[config.mk]
export PLATFORM = sky130hd
export DESIGN_NAME = psa_sig_ctrl
export DESIGN_NICKNAME = d
export VERILOG_FILES = /design/src/rtl/psa_pkg.sv /design/src/rtl/psa_ctrl_regs.sv /design/src/rtl/psa_sig_reg.sv /design/src/rtl/psa_trace_queue.sv /design/src/rtl/psa_sig_ctrl.sv
export SDC_FILE = /design/constraint.sdc
export NUM_CORES = 1
export LEC_CHECK = 0
export ABC_AREA = 1
export BUFFER_PORTS_ARGS = -buffer_cell sky130_fd_sc_hd__buf_2
export CORE_MARGIN = 4
export CORE_UTILIZATION = 35
export CTS_CLUSTER_SIZE = 40
export DETAILED_ROUTE_END_ITERATION = 8
export GPL_ROUTABILITY_DRIVEN = 0
export GPL_TIMING_DRIVEN = 0
export PLACE_DENSITY = 0.52
export SLEW_MARGIN = 40
export SYNTH_ARGS = -nofsm -noshare
export SYNTH_HDL_FRONTEND = slang
export SYNTH_SLANG_ARGS = --single-unit
[constraint.sdc]
create_clock -name clk_i -period 11 [get_ports clk_i]
set_clock_uncertainty 0.1 [all_clocks]
set_input_delay 1.65 -clock clk_i [delete_from_list [all_inputs] [get_ports clk_i]]
set_output_delay 1.65 -clock clk_i [all_outputs]
set_load 0.02 [all_outputs]
[src/rtl/psa_pkg.sv]
package psa_pkg;
  parameter int unsigned SIG_W = 64;

  localparam int OFS_SIG1 = 'h00;
  localparam int OFS_SIG2 = 'h08;
  localparam int OFS_CTRL = 'h10;

  localparam int CH1_MODE_LSB = 0;
  localparam int TRC_BIT      = 4;
  localparam int CH2_MODE_LSB = 8;

  typedef enum logic [1:0] {
    MODE_CAPTURE = 2'd0,
    MODE_AUTO    = 2'd1,
    MODE_SEMI    = 2'd2,
    MODE_FULL    = 2'd3
  } psa_mode_e;

  function automatic logic [SIG_W-1:0] psa_step(input logic [SIG_W-1:0] sig,
                                                input logic [SIG_W-1:0] data,
                                                input logic [SIG_W-1:0] poly);
    return ({sig[SIG_W-2:0], 1'b0} ^ (sig[SIG_W-1] ? poly : '0)) ^ data;
  endfunction
endpackage

[src/rtl/psa_ctrl_regs.sv]
module psa_ctrl_regs
  import psa_pkg::*;
(
  input  logic             clk_i,
  input  logic             rst_ni,
  input  logic             wr_i,
  input  logic [1:0]       wr_ch1_mode_i,
  input  logic             wr_trc_i,
  input  logic [1:0]       wr_ch2_mode_i,
  output psa_mode_e        ch1_mode_o,
  output psa_mode_e        ch2_mode_o,
  output logic             trace_en_o,
  output logic [SIG_W-1:0] rdata_o
);
  psa_mode_e ch1_mode_q, ch2_mode_q;
  logic      trc_q;

  always_ff @(posedge clk_i or negedge rst_ni) begin
    if (!rst_ni) begin
      ch1_mode_q <= MODE_CAPTURE;
      ch2_mode_q <= MODE_CAPTURE;
      trc_q      <= 1'b0;
    end else if (wr_i) begin
      ch2_mode_q <= psa_mode_e'(wr_ch2_mode_i);
      trc_q      <= wr_trc_i;
      // trace enable forces channel 1 into seed capture
      ch1_mode_q <= wr_trc_i ? MODE_CAPTURE : psa_mode_e'(wr_ch1_mode_i);
    end
  end

  always_comb begin
    rdata_o                          = '0;
    rdata_o[CH1_MODE_LSB +: 2]       = ch1_mode_q;
    rdata_o[TRC_BIT]                 = trc_q;
    rdata_o[CH2_MODE_LSB +: 2]       = ch2_mode_q;
  end

  assign ch1_mode_o = ch1_mode_q;
  assign ch2_mode_o = ch2_mode_q;
  assign trace_en_o = trc_q;
endmodule

[src/rtl/psa_sig_reg.sv]
module psa_sig_reg
  import psa_pkg::*;
#(
  parameter logic [SIG_W-1:0] POLY = 64'h42F0E1EBA9EA3693
) (
  input  logic             clk_i,
  input  logic             rst_ni,
  input  logic             cpu_we_i,
  input  logic [SIG_W-1:0] cpu_data_i,
  input  psa_mode_e        mode_i,
  input  logic             trc_vld_i,
  input  logic [SIG_W-1:0] trc_data_i,
  output logic [SIG_W-1:0] sig_o
);
  logic [SIG_W-1:0] sig_q, sig_d;

  always_comb begin
    sig_d = sig_q;
    if (cpu_we_i) begin
      sig_d = (mode_i == MODE_CAPTURE) ? cpu_data_i : psa_step(sig_q, cpu_data_i, POLY);
    end else if (trc_vld_i) begin
      sig_d = psa_step(sig_q, trc_data_i, POLY);
    end
  end

  always_ff @(posedge clk_i or negedge rst_ni) begin
    if (!rst_ni) sig_q <= '0;
    else         sig_q <= sig_d;
  end

  assign sig_o = sig_q;
endmodule

[src/rtl/psa_trace_queue.sv]
module psa_trace_queue
  import psa_pkg::*;
#(
  parameter int unsigned NPORT = 3,
  parameter int unsigned DEPTH = 4,  // power of two, >= 2
  localparam int unsigned PW = $clog2(DEPTH),
  localparam int unsigned CW = $clog2(DEPTH + 1)
) (
  input  logic                   clk_i,
  input  logic                   rst_ni,
  input  logic                   flush_i,
  input  logic                   push_en_i,
  input  logic [NPORT-1:0]       vld_i,
  input  logic [NPORT*SIG_W-1:0] data_i,
  input  logic                   pop_i,
  output logic                   vld_o,
  output logic [SIG_W-1:0]       data_o,
  output logic [CW-1:0]          count_o
);
  logic [SIG_W-1:0] mem_q [DEPTH];
  logic [SIG_W-1:0] mem_d [DEPTH];
  logic [PW-1:0]    rd_q, rd_d, wr_q, wr_d;
  logic [CW-1:0]    cnt_q, cnt_d;

  always_comb begin
    mem_d = mem_q;
    rd_d  = rd_q;
    wr_d  = wr_q;
    cnt_d = cnt_q;
    if (pop_i && cnt_q != '0) begin
      rd_d  = rd_q + PW'(1);
      cnt_d = cnt_q - CW'(1);
    end
    // lower port index takes the free slots first
    for (int i = 0; i < int'(NPORT); i++) begin
      if (push_en_i && vld_i[i] && cnt_d != CW'(DEPTH)) begin
        mem_d[wr_d] = data_i[i*SIG_W +: SIG_W];
        wr_d        = wr_d + PW'(1);
        cnt_d       = cnt_d + CW'(1);
      end
    end
    if (flush_i) begin
      rd_d  = '0;
      wr_d  = '0;
      cnt_d = '0;
    end
  end

  always_ff @(posedge clk_i or negedge rst_ni) begin
    if (!rst_ni) begin
      rd_q  <= '0;
      wr_q  <= '0;
      cnt_q <= '0;
    end else begin
      rd_q  <= rd_d;
      wr_q  <= wr_d;
      cnt_q <= cnt_d;
    end
  end

  always_ff @(posedge clk_i) mem_q <= mem_d;

  assign vld_o   = (cnt_q != '0);
  assign data_o  = mem_q[rd_q];
  assign count_o = cnt_q;
endmodule

[src/rtl/psa_sig_ctrl.sv]
module psa_sig_ctrl
  import psa_pkg::*;
#(
  parameter int unsigned      AW    = 8,
  parameter int unsigned      NPORT = 3,
  parameter int unsigned      DEPTH = 4,
  parameter logic [SIG_W-1:0] POLY  = 64'h42F0E1EBA9EA3693
) (
  input  logic                   clk_i,
  input  logic                   rst_ni,
  input  logic                   bus_we_i,
  input  logic                   bus_priv_i,
  input  logic [AW-1:0]          bus_addr_i,
  input  logic [SIG_W-1:0]       bus_wdata_i,
  output logic [SIG_W-1:0]       bus_rdata_o,
  input  logic [NPORT-1:0]       trc_vld_i,
  input  logic [NPORT*SIG_W-1:0] trc_data_i,
  input  logic                   suspend_i
);
  localparam int unsigned NCH = 2;
  localparam int unsigned CW  = $clog2(DEPTH + 1);

  logic             sel_sig1, sel_sig2, sel_ctrl;
  logic             ctrl_wr;
  logic [NCH-1:0]   sig_we;
  psa_mode_e        ch1_mode, ch2_mode;
  psa_mode_e        ch_mode [NCH];
  logic             trace_en;
  logic [SIG_W-1:0] ctrl_rdata;
  logic [SIG_W-1:0] sig_q [NCH];
  logic             q_vld, q_pop;
  logic [SIG_W-1:0] q_data;
  logic [CW-1:0]    q_cnt;

  assign sel_sig1  = (bus_addr_i == AW'(OFS_SIG1));
  assign sel_sig2  = (bus_addr_i == AW'(OFS_SIG2));
  assign sel_ctrl  = (bus_addr_i == AW'(OFS_CTRL));
  assign ctrl_wr   = bus_we_i && bus_priv_i && sel_ctrl;
  assign sig_we[0] = bus_we_i && sel_sig1;
  assign sig_we[1] = bus_we_i && sel_sig2;

  psa_ctrl_regs i_ctrl (
    .clk_i,
    .rst_ni,
    .wr_i          (ctrl_wr),
    .wr_ch1_mode_i (bus_wdata_i[CH1_MODE_LSB +: 2]),
    .wr_trc_i      (bus_wdata_i[TRC_BIT]),
    .wr_ch2_mode_i (bus_wdata_i[CH2_MODE_LSB +: 2]),
    .ch1_mode_o    (ch1_mode),
    .ch2_mode_o    (ch2_mode),
    .trace_en_o    (trace_en),
    .rdata_o       (ctrl_rdata)
  );

  // CPU write to channel 1 wins; queued trace word waits a cycle
  assign q_pop = q_vld && !suspend_i && !sig_we[0];

  psa_trace_queue #(.NPORT(NPORT), .DEPTH(DEPTH)) i_queue (
    .clk_i,
    .rst_ni,
    .flush_i   (!trace_en),
    .push_en_i (trace_en && !suspend_i),
    .vld_i     (trc_vld_i),
    .data_i    (trc_data_i),
    .pop_i     (q_pop),
    .vld_o     (q_vld),
    .data_o    (q_data),
    .count_o   (q_cnt)
  );

  assign ch_mode[0] = ch1_mode;
  assign ch_mode[1] = ch2_mode;

  for (genvar c = 0; c < NCH; c++) begin : g_ch
    psa_sig_reg #(.POLY(POLY)) i_sig (
      .clk_i,
      .rst_ni,
      .cpu_we_i   (sig_we[c]),
      .cpu_data_i (bus_wdata_i),
      .mode_i     (ch_mode[c]),
      .trc_vld_i  ((c == 0) ? q_pop : 1'b0),
      .trc_data_i ((c == 0) ? q_data : '0),
      .sig_o      (sig_q[c])
    );
  end

  always_comb begin
    bus_rdata_o = '0;
    if (sel_sig1)      bus_rdata_o = sig_q[0];
    else if (sel_sig2) bus_rdata_o = sig_q[1];
    else if (sel_ctrl) bus_rdata_o = ctrl_rdata;
  end
endmodule

* Word level (Yosys, flattened, before mapping) *
Cells that the tools add are included.

word-level totals
  bits in registers = 396
  input port bits = 272

cells by class
  multiplexer cells = 36
  bitwise operators = 9
  equal/unequal tests = 6
  magnitude comparators = 7
  $add $sub $neg = 8
  reductions and logical operators = 24

operators with widths
  cell                                                                   number
  256-bit bitwise mux                                                    3
  256-bit two-way mux                                                    3
  64-bit two-way mux                                                     11
  64-bit demux with 2-bit select                                         3
  64-bit bitwise XOR                                                     5
  64-bit binary-select mux with 2-bit select                             1
  63-bit two-way mux                                                     2
  1-bit logical AND                                                      17
  3-bit two-way mux                                                      5
  2-bit two-way mux                                                      7
  3-bit >= comparator (second input constant)                            4
  2-bit NOT with 3-bit output                                            4
  10-bit two-way mux                                                     1
  3-bit by 1-bit adder with 3-bit output (second input constant)         3
  3-bit by 1-bit < comparator with 1-bit output (second input constant)  3
  3-bit inequality test (second input constant)                          3
  2-bit by 1-bit adder with 2-bit output (second input constant)         4
  8-bit by 4-bit == test with 1-bit output (second input constant)       1
  8-bit by 5-bit == test with 1-bit output (second input constant)       1
  8-bit logical NOT                                                      1
  2-bit logical NOT                                                      2
  3-bit nonzero test                                                     1
  3-bit by 1-bit subtractor with 3-bit output (second input constant)    1
  1-bit logical NOT                                                      2
  2 further kinds                                                        2

* Logic depth before layout (Yosys ltp) *
Gate-level depths: netlist of the first run.

  depth in word-level cells = 19
  mapped depth = 30
  gate-level depth less buffers = 27

* By module *
From an unflattened synthesis of the first run, not the netlist that was laid out.

unflattened totals
  cells, all modules = 6515
  area, all modules = 36163.4 um2

modules (own cells, without submodules)
  module           instances  seq. area each (um2)  area an instance (um2)  cells an instance
  psa_trace_queue  1          5300.1                21809.7                 4136
  psa_sig_reg      2          1601.5                5954.5                  984
  psa_sig_ctrl     1          0.0                   1769.2                  324
  psa_ctrl_regs    1          125.1                 675.6                   87

* Worst setup path after synthesis of the first run *
OpenSTA, ideal clock, no wires.

  path type = input to register
  start = input bus_addr_i[7]
  end = register i_queue.mem_q[132] (netlist name)
  setup slack = 5.812 ns
  arrival time = 5.030 ns
  stages = 25
  data required time = 10.842 ns
  library setup time = 0.058 ns
  cell sequence = nor2_1 -> nand2_1 -> nor2_2 -> nand2_2 -> nand2_4 -> nand2_1 -> o21ai_0 -> inv_1 -> ha_1 -> nand3_1 -> buf_4 -> nand2_1 -> o21ai_0 -> inv_1 -> ha_1 -> nand3_2 -> nand2_4 -> o21ai_0 -> ha_1 -> clkbuf_1 -> clkbuf_1 -> nand2_1 -> nand2_1 -> nand2_1 -> nand2_1

RTL lines
  item                  RTL line               RTL
  from (decl)           psa_sig_ctrl.sv:13     input logic [AW-1:0] bus_addr_i,
  to (signal assigned)  psa_trace_queue.sv:61  always_ff @(posedge clk_i) mem_q <= mem_d;
  to (decl)             psa_trace_queue.sv:20  logic [SIG_W-1:0] mem_q [DEPTH];

==> results of run 1 <==
==> layer usage <==
layer	GRT usage	up-vias	share of wire
li1	-	18100	-
met1	0.433	17300	0.42
met2	0.497	1925	0.43
met3	0.0767	364	0.11
met4	0.126	14	0.043
met5	0	-	0.00058
==> cells in the mapped netlist (7+ instances only) <==
cell type     n
nand4_1     257
buf_4        15
nand2_1    2479
clkbuf_1    225
dfxtp_1     256
inv_2         7
inv_1       436
buf_2        97
nor2_1      180
or2_2        31
dfrtp_1     140
a31oi_1      30
nand3_1     634
xor2_1      120
o22ai_1      64
a21oi_1      39
ha_1         20
xnor2_1      91
o21ai_0     220
buf_1        41
a22o_1       15
==> flip-flops by register name, summed over array words and instances (netlist names) <==
signal,cells
i_ctrl.trace_en_o,1
i_ctrl.ch2_mode_o,2
i_queue.wr_q,2
g_ch.i_sig.sig_o,128
i_queue.count_o,3
i_queue.rd_q,2
i_queue.mem_q,256
i_ctrl.ch1_mode_o,2
==> power by group <==
part           internal, mW  leakage (nW)  switching [mW]
clock network         0.988         0.819           0.755
logic                  2.22          14.9            5.21
registers              2.09          3.77           0.446
total                  5.30          19.5            6.41
==> kinds of logic (layout without fill, tap and decap cells) <==
group / count (synthesis) / after routing / synth area share
XOR/XNOR: 211 / 211 / 0.0593
multiplexers: 1 / 1 / 0.000361
other: 0 / 9 / 0
AO/OA/AOI/OAI: 374 / 374 / 0.0662
flip-flops: 396 / 396 / 0.277
buffers and inverters: 826 / 1260 / 0.106
AND/OR/NAND/NOR: 3598 / 3598 / 0.484
adder cells (fa/ha/maj): 20 / 20 / 0.00802
==> worst max-delay path: cells and delay by family <==
family	cells	cell delay (ns)
AOI/OAI and AO/OA	1	0.15
adders and majority gates	3	0.59
buffers and inverters	8	2.36
and+or+nand+nor	17	2.12
==> through the flow <==
step,std cells,util
global route,7026,0.409
finish,7034,0.409
detailed placement,6928,0.390
floorplan,5426,-
global placement,6926,0.388
CTS,7022,0.408
==> final cells by class <==
| type | count | area [µm²] | share of cell area |
|---|---|---|---|
| Antenna cell | 9 | 22.5 | 0.000623 |
| Buffer | 379 | 1630 | 0.0450 |
| Clock buffer | 85 | 1610 | 0.0444 |
| Clock inverter | 9 | 50.0 | 0.00138 |
| Inverter | 447 | 1680 | 0.0465 |
| Multi-Input combinational cell | 4204 | 19300 | 0.534 |
| Sequential cell | 396 | 8630 | 0.239 |
| Tap cell | 1165 | 1460 | 0.0403 |
| Timing Repair Buffer | 340 | 1770 | 0.0490 |
==> how the worst max path moves through the flow <==
stage             startpoint                  to  slack, ns
4_1_cts        bus_addr_i[7]  i_queue.mem_q[102]       4.80
3_3_place_gp   bus_addr_i[7]  i_queue.mem_q[235]       3.86
2_1_floorplan  bus_addr_i[7]  i_queue.mem_q[132]       5.81
6_report       bus_addr_i[7]  i_queue.mem_q[114]       4.57
5_1_grt        bus_addr_i[7]  i_queue.mem_q[112]       4.37
3_5_place_dp   bus_addr_i[7]  i_queue.mem_q[102]       4.17
==> results.py, run 1 <==
metrics = {
    "outcome": {
        "outcome": "completed",
    },
    "setup_path": {
        "slowest_stage": "clkbuf_1",
        "worstPathRequired_ns": 11.47,
        "reg2reg_to": "i_queue.mem_q[114]",
        "r2r-start": "i_queue.count_o[0]",
        "worst-path-max-fanout": 10,
        "end_kind": "flip-flop",
        "critPathMaxStageDelay_ns": 0.70,
        "setup.worst_path.start_class": "input port",
        "crit_type": "in2reg",
        "r2r_cells": 26,
        "reg2reg_setup_slack_ns": 5.13,
        "worst_path_most_repeated_cell": "nand2_1",
        "crit_arrival_ns": 6.90,
    },
    "yosys": {
        "async_flop_share": 0.354,
        "synth_nets": 5718,
        "ys_top_cells_by_area": "nand2_1 (30%), dfxtp_1 (16%), dfrtp_1 (11%)",
        "ys_seq_area_frac": 0.277,
        "syn_area_um2": 31200,
        "synthFlopType": "dfxtp_1",
        "yosysTopAreaCell": "nand2_1",
        "yosysWarnings": 0,
        "synth_edf_count": 0,
        "synth_cells": 5426,
        "synth_top_area_frac": 0.298,
        "ys_seq_elements": 396,
        "avgSynthCellArea_um2": 5.75,
        "ys_types": 37,
    },
    "run": {
        "max_cap_viol_count": 0,
    },
    "clock_network": {
        "cts_buffer_depth": 3,
        "cts_root_buf": "clkbuf_16",
        "cts_sinks": 396,
        "cts_resized": 0,
        "post-cts-setup-buffers": 0,
        "numCtsBuffers": 52,
        "cts-htree-levels": 2,
        "path_clk_slew_ns": 0.06,
        "cts_tree": "yes",
        "cts_hold_buf": 0,
        "clkLatencyLatePin_ns": 0.63,
    },
    "sta": {
        "maxSlewViolCount": 0,
        "fmax_mhz": 156,
        "setup-tns-final_ns": 0,
        "rsz0062_at_grt": "no",
        "period_needed_ns": 6.43,
        "worst_slew_pin_slew_ns": 1.00,
        "fin_ws_ns": 4.57,
        "min_period_over_period": 0.584,
        "hold_violations": 0,
        "finalHoldWorstSlack_ns": 0.390,
        "setup_viol": 0,
        "maxSlewHeadroom": 0.332,
    },
    "detailed_routing": {
        "totalWireLength_um": 158000,
        "drt_iter0_markers": 4077,
        "vias": 37700,
        "antenna_left": 0,
        "drc": 0,
        "dr.pass1.iters": 6,
        "wl_per_cell_um": 22.4,
        "routed_via_density": 5.35,
    },
    "layout": {
        "layout-drive-gt1-share": 0.103,
        "areaGrowthSynthToFinish_pct": 15.9,
        "most-common-layout-cells": "nand2_1 (2477), nand3_1 (632), inv_1 (436)",
        "fin_nets": 6112,
        "fillCellCount": 9958,
        "final_common_cell": "nand2_1",
        "stdcell_area_um2": 36200,
    },
    "global_route": {
        "grt_pass1_vias": 34600,
        "track_usage": 0.321,
        "antenna_found_initial": 14,
        "grt_max_degree": 56,
        "grt_first_pass_wirelength_um": 228000,
        "grt-ovfl-total": 0,
    },
    "power_and_ir_drop": {
        "powerDensity_nw_per_um2": 324,
        "leakagePower_nw": 19.5,
        "irDropWorstVdd_mv": 0.208,
        "power_mw": 11.7,
    },
    "floorplanning": {
        "die_area_um2": 93900,
        "die_y_um": 306,
        "dieWidth_um": 306,
        "ios": 336,
        "start_util": 0.353,
        "rows": 109,
        "coreArea_um2": 88400,
    },
    "min_path": {
        "hold-path-endpoint": "i_ctrl.ch2_mode_o[0]",
        "hp-start": "i_ctrl.ch2_mode_o[0]",
        "hold_depth": 2,
        "min_path_type": "reg2reg",
    },
    "placed_design": {
        "io_buffer_count": 335,
        "dp_hpwl_um": 116000,
        "place_area_um2": 34400,
        "place_ws_ns": 4.17,
    },
}
Note: power is estimated with default switching activity, not from simulation.
==> run 2, diff against run 1 <==
--- a/config.mk
+++ b/config.mk
@@ -13,7 +13,7 @@
 export DETAILED_ROUTE_END_ITERATION = 8
 export GPL_ROUTABILITY_DRIVEN = 0
 export GPL_TIMING_DRIVEN = 0
-export PLACE_DENSITY = 0.52
+export PLACE_DENSITY = 0.54
 export SLEW_MARGIN = 40
 export SYNTH_ARGS = -nofsm -noshare
 export SYNTH_HDL_FRONTEND = slang
==> constraint.sdc (replaced) <==
create_clock -name clk_i -period 5.55 [get_ports clk_i]
set_clock_uncertainty 0.1 [all_clocks]
set_input_delay 0.8325 -clock clk_i [delete_from_list [all_inputs] [get_ports clk_i]]
set_output_delay 0.8325 -clock clk_i [all_outputs]
set_load 0.02 [all_outputs]
==> run 2 against run 1 <==
Compared with the run above: combinational power up 98%; clock power increased by 100%; via count rose by 0.60%; die area stayed put; wire length is 1.2% lower; global-route usage is 0.59 points lower; worst hold slack worse by 0.050 ns; critical path type unchanged; power up 99%; utilization increased by 0.11 points.
==> results.py, run 2 (same netlist as run 1, synthesis figures left out) <==
metrics = {
    "outcome": {
        "outcome": "completed",
    },
    "sta": {
        "setup_viol": 0,
        "period_needed_ns": 5.29,
        "maxSlewViolCount": 0,
        "hold_violations": 0,
        "min_period_over_period": 0.953,
        "worst_slew_pin_slew_ns": 0.932,
        "rsz0062_at_grt": "yes",
        "setup-tns-final_ns": 0,
        "maxSlewHeadroom": 0.378,
        "fmax_mhz": 189,
    },
    "placed_design": {
        "dp_cells": 6929,
        "place_area_um2": 34400,
        "dp_hpwl_um": 114000,
        "io_buffer_count": 335,
    },
    "setup_path": {
        "setup.worst_path.start_class": "input port",
        "crit_arrival_ns": 5.76,
        "crit_type": "in2reg",
        "worst-path-max-fanout": 10,
        "end_kind": "flip-flop",
        "worstPathRequired_ns": 6.01,
    },
    "layout": {
        "fin_cells": 7042,
        "fin_nets": 6113,
        "final_util": 0.410,
        "areaGrowthSynthToFinish_pct": 16.3,
        "layout-drive-gt1-share": 0.106,
        "top_register": "i_queue.mem_q",
        "largest_reg_flops": 256,
        "final_common_cell": "nand2_1",
        "most-common-layout-cells": "nand2_1 (2477), nand3_1 (632), inv_1 (436)",
        "stdcell_area_um2": 36300,
    },
    "global_route": {
        "antenna_found_initial": 10,
        "track_usage": 0.315,
        "grt_first_pass_wirelength_um": 224000,
        "grt_pass1_vias": 34100,
        "grt_max_degree": 69,
        "grt-ovfl-total": 0,
    },
    "power_and_ir_drop": {
        "p_sw_mw": 12.7,
        "leakagePower_nw": 19.6,
        "pwr-share-seq": 0.215,
        "clock_power_share": 0.153,
        "power_mw": 23.3,
        "powerDensity_nw_per_um2": 643,
        "p_int_mw": 10.6,
        "power_frac_comb": 0.632,
        "irDropWorstVdd_mv": 0.455,
        "switching_share": 0.544,
    },
    "clock_network": {
        "clkLatencyLatePin_ns": 0.64,
        "numCtsBuffers": 54,
        "cts_buffer_depth": 3,
        "cts_sinks": 396,
        "cts_tree": "yes",
        "cts-htree-levels": 2,
        "cts_root_buf": "clkbuf_16",
        "path_clk_slew_ns": 0.06,
    },
    "detailed_routing": {
        "antenna_left": 0,
        "vias": 37900,
        "totalWireLength_um": 156000,
        "drt_iter0_markers": 4169,
        "wl_per_cell_um": 22.1,
        "drc": 0,
        "dr.pass1.iters": 6,
        "routed_via_density": 5.38,
    },
    "run": {
        "max_cap_viol_count": 0,
    },
    "floorplanning": {
        "dieWidth_um": 306,
        "die_area_um2": 93900,
        "rows": 109,
        "die_y_um": 306,
        "start_util": 0.353,
        "coreArea_um2": 88400,
        "ios": 336,
    },
    "min_path": {
        "min_path_type": "in2reg",
    },
}
run 2: changes by cell type in the layout (fill, tap and decap cells not counted), sizes merged:
| cell | before | now |
|---|---|---|
| buf | 494 | 483 |
| bufinv | 0 | 3 |
| clkbuf | 310 | 317 |
| clkinv | 9 | 11 |
| diode | 9 | 15 |
| dlygate4sd3 | 0 | 1 |
run 2: final timing paths:
check | to | slack [ns] | cells past startpoint | start
worst max register to register | i_queue.mem_q[8] | 0.33 | 24 | i_queue.count_o[0]
worst max-delay path | i_queue.mem_q[8] | 0.26 | 27 | bus_addr_i[7]
worst min register to register | i_ctrl.ch2_mode_o[0] | 0.39 | 2 | i_ctrl.ch2_mode_o[0]
min in group asynchronous | g_ch[1].i_sig.sig_o[15] | 0.53 | 2 | rst_ni
max in group asynchronous | g_ch[0].i_sig.sig_o[50] | 3.85 | 4 | rst_ni
worst min-delay path | i_ctrl.ch1_mode_o[0] | 0.34 | 3 | bus_wdata_i[0]
run 2: worst max-delay path: stages:
cell      delay (ns)
buf_2           0.09
nor2_1          0.13
nand2_1         0.10
nor2_2          0.22
nand2_2         0.23
nand2_4         0.18
nand2_1         0.06
o21ai_1         0.16
inv_1           0.08
ha_1            0.20
nand3_1         0.09
buf_4           0.20
clkbuf_4        0.37
nand3_1         0.12
nand2_1         0.17
ha_1            0.20
nand3_2         0.11
nand2_4         0.19
o21ai_1         0.17
inv_1           0.12
ha_1            0.18
clkbuf_2        0.51
clkbuf_1        0.68
nand2_1         0.11
nand2_1         0.09
nand2_1         0.05
nand2_1         0.09
run 2: power by group through the flow:
stage               registers (mW)  logic (mW)  clock network [mW]
global route                  5.12        16.2                3.67
detailed placement            5.02        14.1                   0
global placement              5.02        14.0                   0
floorplan                     4.69        9.65                   0
CTS                           4.98        14.2                3.58
finish                        5.02        14.7                3.56
run 2: final cells by class:
type                       count  area [µm²]
antenna                       15        37.5
sequential                   396        8630
inverter                     447        1680
fill                        9843       52100
tap                         1165        1460
clock inverter                14         163
timing repair buffer         339        1760
clock buffer                  83        1560
buffer                       379        1650
multi-input combinational   4204       19300
run 2: metrics by stage:
stage | setup slack, ns | hold slack (ns)
3_3_place_gp | -0.755 | 0.373
3_5_place_dp | -0.535 | 0.382
4_1_cts | 0.0339 | 0.301
5_1_grt | -0.0203 | 0.331
6_report | 0.258 | 0.340
2_1_floorplan | 1.18 | 0.353
run 2: routing by layer:
layer	routed length (µm)	part of all wire	GRT usage
met3	17400	0.11	0.0822
met5	61	0.00039	0
met4	7350	0.047	0.134
met2	66300	0.43	0.484
met1	64700	0.42	0.420
run 2: repair_timing:
item / in CTS / in global routing
hold buffers: 1 / 0
setup endpoints to repair: 54 / 251
endpoints found under the hold margin: 25 / 0
resized for setup: 5 / 24
buffers inserted: 0 / 0
